**config.mk**
```make
export PLATFORM = sky130hd
export DESIGN_NAME = serial_dac_ctl
export DESIGN_NICKNAME = d
export VERILOG_FILES = /design/src/rtl/sdc_pkg.sv /design/src/rtl/sdc_pin_sampler.sv /design/src/rtl/sdc_shifter.sv /design/src/rtl/sdc_router.sv /design/src/rtl/sdc_out_stage.sv /design/src/rtl/serial_dac_ctl.sv
export SDC_FILE = /design/constraint.sdc
export NUM_CORES = 1
export LEC_CHECK = 0
export ABC_AREA = 1
export CAP_MARGIN = 25
export CELL_PAD_IN_SITES_DETAIL_PLACEMENT = 0
export CELL_PAD_IN_SITES_GLOBAL_PLACEMENT = 1
export CORE_MARGIN = 2
export CORE_UTILIZATION = 47
export CTS_BUF_LIST = sky130_fd_sc_hd__clkbuf_4
export CTS_CLUSTER_DIAMETER = 150
export CTS_CLUSTER_SIZE = 40
export DETAILED_ROUTE_END_ITERATION = 8
export DONT_BUFFER_PORTS = 1
export PLACE_DENSITY = 0.85
export SYNTH_ARGS = -nofsm -noshare
export SYNTH_HDL_FRONTEND = slang
export SYNTH_HIERARCHICAL = 1
export SYNTH_SLANG_ARGS = --single-unit
```
**constraint.sdc**
```tcl
create_clock -name clk -period 1.6 [get_ports clk]
set_input_delay 0.16 -clock clk [delete_from_list [all_inputs] [get_ports clk]]
set_output_delay 0.16 -clock clk [all_outputs]
set_load 0.1 [all_outputs]
```
**src/rtl/sdc_pkg.sv**
```systemverilog
`timescale 1ns/1ps
package sdc_pkg;
  localparam int SEL_W  = 2;
  localparam int TRIM_W = 4;

  localparam int SAMPLE_LEVEL = 0;
  localparam int SAMPLE_RISE  = 1;
  localparam int SAMPLE_FALL  = 2;

  typedef enum logic [SEL_W-1:0] {
    SEL_TRIM_A = 2'b00,
    SEL_DAC1   = 2'b01,
    SEL_DAC0   = 2'b10,
    SEL_TRIM_B = 2'b11
  } sel_e;

  typedef struct packed {
    logic              user_src;
    logic              raise;
    logic [TRIM_W-1:0] mag;
  } trim_t;

  localparam trim_t TRIM_RESET = '{user_src: 1'b0, raise: 1'b0, mag: '0};
endpackage

```
**src/rtl/sdc_pin_sampler.sv**
```systemverilog
`timescale 1ns/1ps
module sdc_pin_sampler #(
  parameter int STAGES = 2,
  parameter int MODE   = 0
) (
  input  logic clk,
  input  logic rst,
  input  logic pin_i,
  output logic sig_o
);
  logic [STAGES-1:0] chain;

  always_ff @(posedge clk) begin
    if (rst) begin
      chain <= '0;
    end else begin
      chain[0] <= pin_i;
      for (int i = 1; i < STAGES; i++) chain[i] <= chain[i-1];
    end
  end

  if (MODE == sdc_pkg::SAMPLE_LEVEL) begin : g_level
    assign sig_o = chain[STAGES-1];
  end else begin : g_edge
    logic last;
    always_ff @(posedge clk) begin
      if (rst) last <= 1'b0;
      else     last <= chain[STAGES-1];
    end
    if (MODE == sdc_pkg::SAMPLE_RISE) begin : g_rise
      assign sig_o = chain[STAGES-1] & ~last;
    end else begin : g_fall
      assign sig_o = ~chain[STAGES-1] & last;
    end
  end
endmodule

```
**src/rtl/sdc_shifter.sv**
```systemverilog
`timescale 1ns/1ps
module sdc_shifter #(
  parameter int WORD_W = 10
) (
  input  logic              clk,
  input  logic              rst,
  input  logic              shift_i,
  input  logic              bit_i,
  input  logic              clear_i,
  output logic [WORD_W-1:0] word_o,
  output logic              full_o
);
  localparam int CNT_W = $clog2(WORD_W + 1);
  localparam logic [CNT_W-1:0] FULL = CNT_W'(WORD_W);
  localparam logic [CNT_W-1:0] ONE  = CNT_W'(1);

  logic [WORD_W-1:0] sr;
  logic [CNT_W-1:0]  cnt;

  always_ff @(posedge clk) begin
    if (rst) begin
      sr  <= '0;
      cnt <= '0;
    end else begin
      if (shift_i) sr <= {sr[WORD_W-2:0], bit_i};
      if (clear_i)                     cnt <= shift_i ? ONE : '0;
      else if (shift_i && cnt != FULL) cnt <= cnt + ONE;
    end
  end

  assign word_o = sr;
  assign full_o = (cnt == FULL);


  cnt_cap_chk: assert property (@(posedge clk) disable iff (rst) cnt <= FULL);

  collide_count_chk: assert property (@(posedge clk) disable iff (rst)
    (clear_i && shift_i) |=> (cnt == ONE));
endmodule

```
**src/rtl/sdc_router.sv**
```systemverilog
`timescale 1ns/1ps
module sdc_router
  import sdc_pkg::*;
#(
  parameter int CODE_W = 8,
  localparam int WORD_W = CODE_W + SEL_W
) (
  input  logic              clk,
  input  logic              rst,
  input  logic              commit_i,
  input  logic              full_i,
  input  logic [WORD_W-1:0] word_i,
  output logic [CODE_W-1:0] shadow0_o,
  output logic [CODE_W-1:0] shadow1_o,
  output trim_t             trim_a_o,
  output trim_t             trim_b_o,
  output logic              load_o
);
  sel_e              sel;
  logic [CODE_W-1:0] code;
  trim_t             trim_word;
  logic              accept;

  assign sel       = sel_e'(word_i[WORD_W-1 -: SEL_W]);
  assign code      = word_i[CODE_W-1:0];
  assign trim_word = '{user_src: word_i[TRIM_W+1], raise: word_i[TRIM_W],
                       mag: word_i[TRIM_W-1:0]};
  assign accept    = commit_i && full_i;

  always_ff @(posedge clk) begin
    if (rst) begin
      shadow0_o <= '0;
      shadow1_o <= '0;
      trim_a_o  <= TRIM_RESET;
      trim_b_o  <= TRIM_RESET;
      load_o    <= 1'b0;
    end else begin
      load_o <= commit_i;
      if (accept) begin
        case (sel)
          SEL_TRIM_A: trim_a_o  <= trim_word;
          SEL_DAC1:   shadow1_o <= code;
          SEL_DAC0:   shadow0_o <= code;
          SEL_TRIM_B: trim_b_o  <= trim_word;
          default:    ;
        endcase
      end
    end
  end


  short_word_chk: assert property (@(posedge clk) disable iff (rst)
    (commit_i && !full_i) |=> ($stable(shadow0_o) && $stable(shadow1_o) &&
                               $stable(trim_a_o) && $stable(trim_b_o)));
endmodule

```
**src/rtl/sdc_out_stage.sv**
```systemverilog
`timescale 1ns/1ps
module sdc_out_stage #(
  parameter int CODE_W        = 8,
  parameter int SETTLE_CYCLES = 20000
) (
  input  logic              clk,
  input  logic              rst,
  input  logic              pwr_n_i,
  input  logic              load_i,
  input  logic [CODE_W-1:0] shadow0_i,
  input  logic [CODE_W-1:0] shadow1_i,
  output logic [CODE_W-1:0] dac0_o,
  output logic [CODE_W-1:0] dac1_o,
  output logic              ready_o
);
  localparam int SC_W = $clog2(SETTLE_CYCLES + 1);
  localparam logic [SC_W-1:0] LAST = SC_W'(SETTLE_CYCLES - 1);

  logic [SC_W-1:0] settle;

  always_ff @(posedge clk) begin
    if (rst || !pwr_n_i) begin
      dac0_o <= '0;
      dac1_o <= '0;
    end else if (load_i) begin
      dac0_o <= shadow0_i;
      dac1_o <= shadow1_i;
    end
  end

  always_ff @(posedge clk) begin
    if (rst || !pwr_n_i) begin
      settle  <= '0;
      ready_o <= 1'b0;
    end else if (!ready_o) begin
      if (settle == LAST) ready_o <= 1'b1;
      else                settle  <= settle + SC_W'(1);
    end
  end


  pd_zero_chk: assert property (@(posedge clk) disable iff (rst)
    !pwr_n_i |=> (dac0_o == '0 && dac1_o == '0));

  pd_ready_chk: assert property (@(posedge clk) disable iff (rst)
    !pwr_n_i |=> !ready_o);

  out_hold_chk: assert property (@(posedge clk) disable iff (rst)
    (pwr_n_i && !load_i) |=> ($stable(dac0_o) && $stable(dac1_o)));
endmodule

```
**src/rtl/serial_dac_ctl.sv**
```systemverilog
`timescale 1ns/1ps
module serial_dac_ctl
  import sdc_pkg::*;
#(
  parameter int CODE_W        = 8,
  parameter int SYNC_STAGES   = 2,
  parameter int SETTLE_CYCLES = 20000
) (
  input  logic              clk,
  input  logic              rst,
  input  logic              sclk,
  input  logic              sdata,
  input  logic              latch,
  input  logic              pwr_n,
  output logic [CODE_W-1:0] dac0_code,
  output logic [CODE_W-1:0] dac1_code,
  output logic              trim_a_user,
  output logic              trim_a_raise,
  output logic [TRIM_W-1:0] trim_a_mag,
  output logic              trim_b_user,
  output logic              trim_b_raise,
  output logic [TRIM_W-1:0] trim_b_mag,
  output logic              ready
);
  localparam int WORD_W = CODE_W + SEL_W;

  logic              sclk_rise, latch_fall, data_bit, full, load;
  logic [WORD_W-1:0] word;
  logic [CODE_W-1:0] shadow0, shadow1;
  trim_t             trim_a, trim_b;

  sdc_pin_sampler #(.STAGES(SYNC_STAGES), .MODE(SAMPLE_RISE)) u_sclk (
    .clk(clk), .rst(rst), .pin_i(sclk), .sig_o(sclk_rise));
  sdc_pin_sampler #(.STAGES(SYNC_STAGES), .MODE(SAMPLE_LEVEL)) u_sdata (
    .clk(clk), .rst(rst), .pin_i(sdata), .sig_o(data_bit));
  sdc_pin_sampler #(.STAGES(SYNC_STAGES), .MODE(SAMPLE_FALL)) u_latch (
    .clk(clk), .rst(rst), .pin_i(latch), .sig_o(latch_fall));

  sdc_shifter #(.WORD_W(WORD_W)) u_shift (
    .clk(clk), .rst(rst), .shift_i(sclk_rise), .bit_i(data_bit),
    .clear_i(latch_fall), .word_o(word), .full_o(full));

  sdc_router #(.CODE_W(CODE_W)) u_route (
    .clk(clk), .rst(rst), .commit_i(latch_fall), .full_i(full), .word_i(word),
    .shadow0_o(shadow0), .shadow1_o(shadow1), .trim_a_o(trim_a),
    .trim_b_o(trim_b), .load_o(load));

  sdc_out_stage #(.CODE_W(CODE_W), .SETTLE_CYCLES(SETTLE_CYCLES)) u_out (
    .clk(clk), .rst(rst), .pwr_n_i(pwr_n), .load_i(load),
    .shadow0_i(shadow0), .shadow1_i(shadow1),
    .dac0_o(dac0_code), .dac1_o(dac1_code), .ready_o(ready));

  assign trim_a_user  = trim_a.user_src;
  assign trim_a_raise = trim_a.raise;
  assign trim_a_mag   = trim_a.mag;
  assign trim_b_user  = trim_b.user_src;
  assign trim_b_raise = trim_b.raise;
  assign trim_b_mag   = trim_b.mag;
endmodule

```
# Word level (Yosys, flattened, before mapping)
# Cells that the tools add are included.
word_totals:
  regBits: 83
  in_bits: 6
  output_inout_bits: 29
  wordCells: 50
classes:
  addsub: 2
  n_eq_ne: 6
  mux: 5
  bitwise_logic: 6
  n_reduce_logical: 11
ops:
  columns: ["cell", "count"]
  rows:
  - ["adder 15 x 1 -> 15 bit, second input constant", 1]
  - ["equality test 15 bit, second input constant", 1]
  - ["AND reduction 2 bit", 5]
  - ["2-to-1 mux 4 bit", 2]
  - ["adder 4 x 1 -> 4 bit, second input constant", 1]
  - ["equality test 2 bit, second input constant", 2]
  - ["equality test 4 bit, second input constant", 1]
  - ["inequality test 4 bit, second input constant", 1]
  - ["NOT 1 bit", 4]
  - ["2-to-1 mux 1 bit", 3]
  - ["bitwise AND 1 bit", 2]
  - ["equality test 2 x 1 -> 1 bit, second input constant", 1]
  - ["logical AND 1 bit", 2]
  - ["zero test 2 bit", 1]
  - ["nonzero test 2 bit", 1]
  - ["zero test 1 bit", 1]
  - ["logical OR 1 bit", 1]

# Longest topological paths before layout
logic_depth:
  depth_word: 5
  mapped_depth: 10
  mapped_depth_nobuf: 9

# Hierarchy
# The synthesis kept the hierarchy.
modules_own_cells:
  columns: ["mod", "n_inst", "cells_each", "area_each_um2", "seq_area_each_um2"]
  rows:
  - ["sdc_out_stage", 1, 221, 1486.4, 640.6]
  - ["sdc_router", 1, 171, 1163.6, 580.6]
  - ["sdc_shifter", 1, 73, 576.8, 280.3]
  - ["sdc_pin_sampler (u_latch)", 1, 11, 92.6, 60.1]
  - ["sdc_pin_sampler (u_sclk)", 1, 10, 86.3, 60.1]
  - ["sdc_pin_sampler (u_sdata)", 1, 6, 55.1, 40.0]

# Worst setup path before layout
# OpenSTA, ideal clock, no wires.
synth_path:
  path_type: "register to register"
  start: "reg u_out.ready_o"
  end: "reg u_out.settle[11]"
  setup_ns: 0.128
  t_arrival_ns: 1.642
  required_ns: 1.472
  path_slack_ns: -0.170
  path_stages_with_launch: 7
  n_path_buf: 1
  synth_period_minus_slack_ns: 1.770
  cell_sequence: "dfxtp_1 > inv_1 > buf_1 > nand3_1 > nand2_1 > nand2_1 > nor2_1"
synth_between:
  elab_chain_len: 2
synth_rtl:
  columns: ["item", "line_no", "rtl"]
  rows:
  - ["from (decl)", "sdc_out_stage.sv:14", "output logic ready_o"]
  - ["from (signal assigned)", "sdc_out_stage.sv:34", "ready_o <= 1'b0;"]
  - ["from (signal assigned)", "sdc_out_stage.sv:36", "if (settle == LAST) ready_o <= 1'b1;"]
  - ["NOT 1 bit (no line)", null, null]
  - ["AND reduction 2 bit (no line)", null, null]
  - ["to (signal assigned)", "sdc_out_stage.sv:37", "else settle <= settle + SC_W'(1);"]
  - ["to (decl)", "sdc_out_stage.sv:19", "logic [SC_W-1:0] settle;"]
# No other way between the ends.
# A chain may end at the register's enable or synchronous reset.

# Final worst setup path
layout_path:
  start: "reg u_out.settle[0]"
  end: "reg u_out.settle[6]"
layout_between:
  elab_chain_len: 3
  elab_cells_between_ends: 4
  cone_classes: "add/sub: 1; eq/ne: 1; bitwise: 1; reduce/logical: 1"
layout_rtl:
  columns: ["item"]
  rows:
  - ["parallel branches: the longest is 3 deep, another holds adder 15 x 1 -> 15 bit"]
# Several ways; the timed one is not identified.

==> metrics.md <==
| Metric | Value |
|---|---|
| Worst Tran Pin Value | 0.494 ns |
| # setup viols final | 0 |
| Largest net degree at the start of global routing | 29 |
| Syn Area/Cell | 7.03 µm² |
| Violation count after the first detailed-route iteration | 186 |
| Clock Tree Root | clkbuf_4 |
| Max clock buf depth | 2 |
| Die W | 89.8 µm |
| CP Max Fanout | 8 |
| Top Layer Used | met4 |
| Post-CTS Setup Inserts | 0 |
| Rows | 31 |
| Port bufs | 0 |
| R2r worst-path depth | 8 |
| Met1 Wirelength | 3.74 mm |
| Worst-Skew Late Latency | 0.44 ns |
| CTS Buf Count | 9 |
| Worst Skew | 0.0232 ns |
| Post-Route WL | 7.15 mm |
| Starting Density | 0.482 |
| Post-synth top area share | 0.480 |
| Syn nets | 501 |
| Hold_ws | 0.0259 ns |
| R2R setup slack | 0.13 ns |
| Clock transition at path regs | 0.14 ns |
| Worst min-delay path startpoint | rst |
| CTS H-Tree Depth | 3 |
| Vias in the first global route | 2,779 |
| Commonest non-fill, non-tap cell in the layout | nand2_1 |
| Crit path launch type | register |
| Final min period | 1.47 ns |
| Hold path endpoint | u_shift/word_o[8] |
| Commonest cells after routing, fill and taps aside | nand2_1, nor2_1, dfxtp_1 |
| Dpl hpwl | 4.94 mm |
| Final Hold Fails | 0 |
| Met3 routed WL | 238 µm |
| Layout cells sized above 1 | 0.157 |
| Hold Crit Class | in -> reg |
| # nets final | 545 |
| Residual DRC count | 0 |
| Vias per std cell | 4.78 |
| Initial antenna violation count | 0 |
| R2r startpoint | u_out/settle[0] |
| Worst Hold Depth | 3 |
| Final period util | 0.919 |
| Fin util | 0.569 |
| P_leak | 0.00167 µW |
| Reg-to-reg endpoint | u_out/settle[6] |
| Post-synthesis register bit count | 83 |
| Power Dens Cells | 911 nW/µm² |
| Power consumption | 3720 µW |
| Final Slew Violations | 0 |
| Yosys warnings | 6 |
| MaxCap Viol Count | 0 |
| Max Clk Rate | 0.680 GHz |
| Crit. End Element | register |
| Cell area after synthesis | 3460 µm² |
| Io pins | 35 |
| Die Ht | 89.8 µm |
| Critical Path AT | 1.83 ns |
| Core area | 7180 µm² |
| Drt first pass iters | 4 |
| N_diodes | 0 |
| CTS tree | built |
| Outcome | complete, no violations |
| Origin of the worst setup path | u_out/settle[0] |
| Top post-synthesis cells by area | dfxtp_1, nand2_1, nor2_1 |
| Vias | 3,060 |
| Syn-to-layout area delta | 18.0% |
| GP Congestion | 0.794 |
| Peak VDD IR | 0.683 mV |
| Detail Route Antenna Nets | 0 |
| First-pass GRT wire length | 12.5 mm |
| Post-synthesis sequential area ratio | 0.480 |
| Routed WL per cell | 11.2 µm |
| Cells after Synth | 492 |
| Full die area | 8070 µm² |
| CTS sink cnt | 83 |
| Data required time of the worst path | 1.96 ns |
| Post-synthesis cell type count | 25 |
| Area leader, netlist | dfxtp_1 |
| Met2 wire length | 3.08 mm |
| Overall Global Routing Usage | 0.187 |
| Grt ovf | 0 |
| Slew HR | 0.670 |
| Crit path kind | reg -> reg |
how the worst max path moves through the flow:
stage          cells after the start                    to  slack [ns]
5_1_grt                           10   u_route/trim_b_o[3]      -0.009
3_5_place_dp                       7  u_route/shadow0_o[4]        0.04
4_1_cts                            8  u_route/shadow1_o[3]       0.009
2_1_floorplan                      6      u_out/settle[11]        0.19
3_3_place_gp                       8       u_out/settle[7]        0.09
6_report                           8       u_out/settle[6]        0.13
registers in the layout (all words and copies together), names as in the netlist, 2 cells and up:
signal and cells:
u_route/trim_a_o 6, u_out/dac1_o 8, u_shift/cnt 4, u_sdata/chain 2, u_latch/chain 2, u_sclk/chain 2, u_out/dac0_o 8, u_out/settle 15
u_route/shadow1_o 8, u_route/trim_b_o 6, u_route/shadow0_o 8, u_shift/word_o 10
synth_stat cells:
library cell and n:
a21oi_1 31, a21oi_2 2, and2_1 1, buf_1 1, buf_2 3, buf_4 4
buf_6 2, clkbuf_1 5, dfxtp_1 83, ha_1 3, inv_1 42, inv_2 6
nand2_1 117, nand2_2 3, nand2_4 1, nand3_1 37, nand3_2 2, nand4_1 8
nor2_1 117, nor2_2 2, o21ai_0 3, o21ai_1 12, o21ai_2 1, xnor2_1 3
xor2_1 3
worst max-delay path, stage by stage (launching register included):
cell and delay, ns:
dfxtp_2 0.38, ha_2 0.21, nand3_2 0.12, nor2_4 0.15, nand2_4 0.09, nand2_4 0.10, buf_4 0.17, nand2_1 0.06
a21oi_1 0.12
through the flow:
stage	std cells	worst slack, ns	setup TNS (ns)	cell area (µm²)
floorplan	492	0.194	0	3460
global placement	619	0.0898	0	3820
detailed placement	619	0.0427	0	3820
CTS	640	0.00949	0	4040
global route	640	-0.00912	-0.0153	4080
finish	640	0.129	0	4080
per-layer routing:
layer,GRT usage,up-vias
met1,0.257,1369
met4,0.0731,0
li1,-,1633
met3,0.0327,7
met2,0.294,51
met5,0,-
layout make-up:
| type | count | area, µm² |
|---|---|---|
| clock buffer | 9 | 67.6 |
| clock inverter | 7 | 106 |
| fill | 710 | 3090 |
| inverter | 48 | 185 |
| multi-input combinational | 346 | 1560 |
| sequential | 83 | 1670 |
| tap | 99 | 124 |
| timing repair buffer | 48 | 377 |
report_power, final:
part	switching (µW)	internal (µW)
Sequential	17.7	2090
Clock	783	664
Combinational	110	51.7
kinds of logic after synthesis:
logic type                 after synthesis  share of synthesized area
adders and majority gates                3                     0.0108
xor gates and xnor gates                 6                     0.0152
and+or+nand+nor                        288                      0.342
AOI/OAI and AO/OA                       49                     0.0741
buffers and inverters                   63                     0.0781
DFF                                     83                      0.480
timing repair:
item | 4_1_cts | 5_1_grt
resized for setup | 0 | 15
hold buffers | 5 | 0
hold endpoints to repair | 17 | 0
endpoints found under the setup margin | 0 | 39
Power figures use the tool's default switching activity.
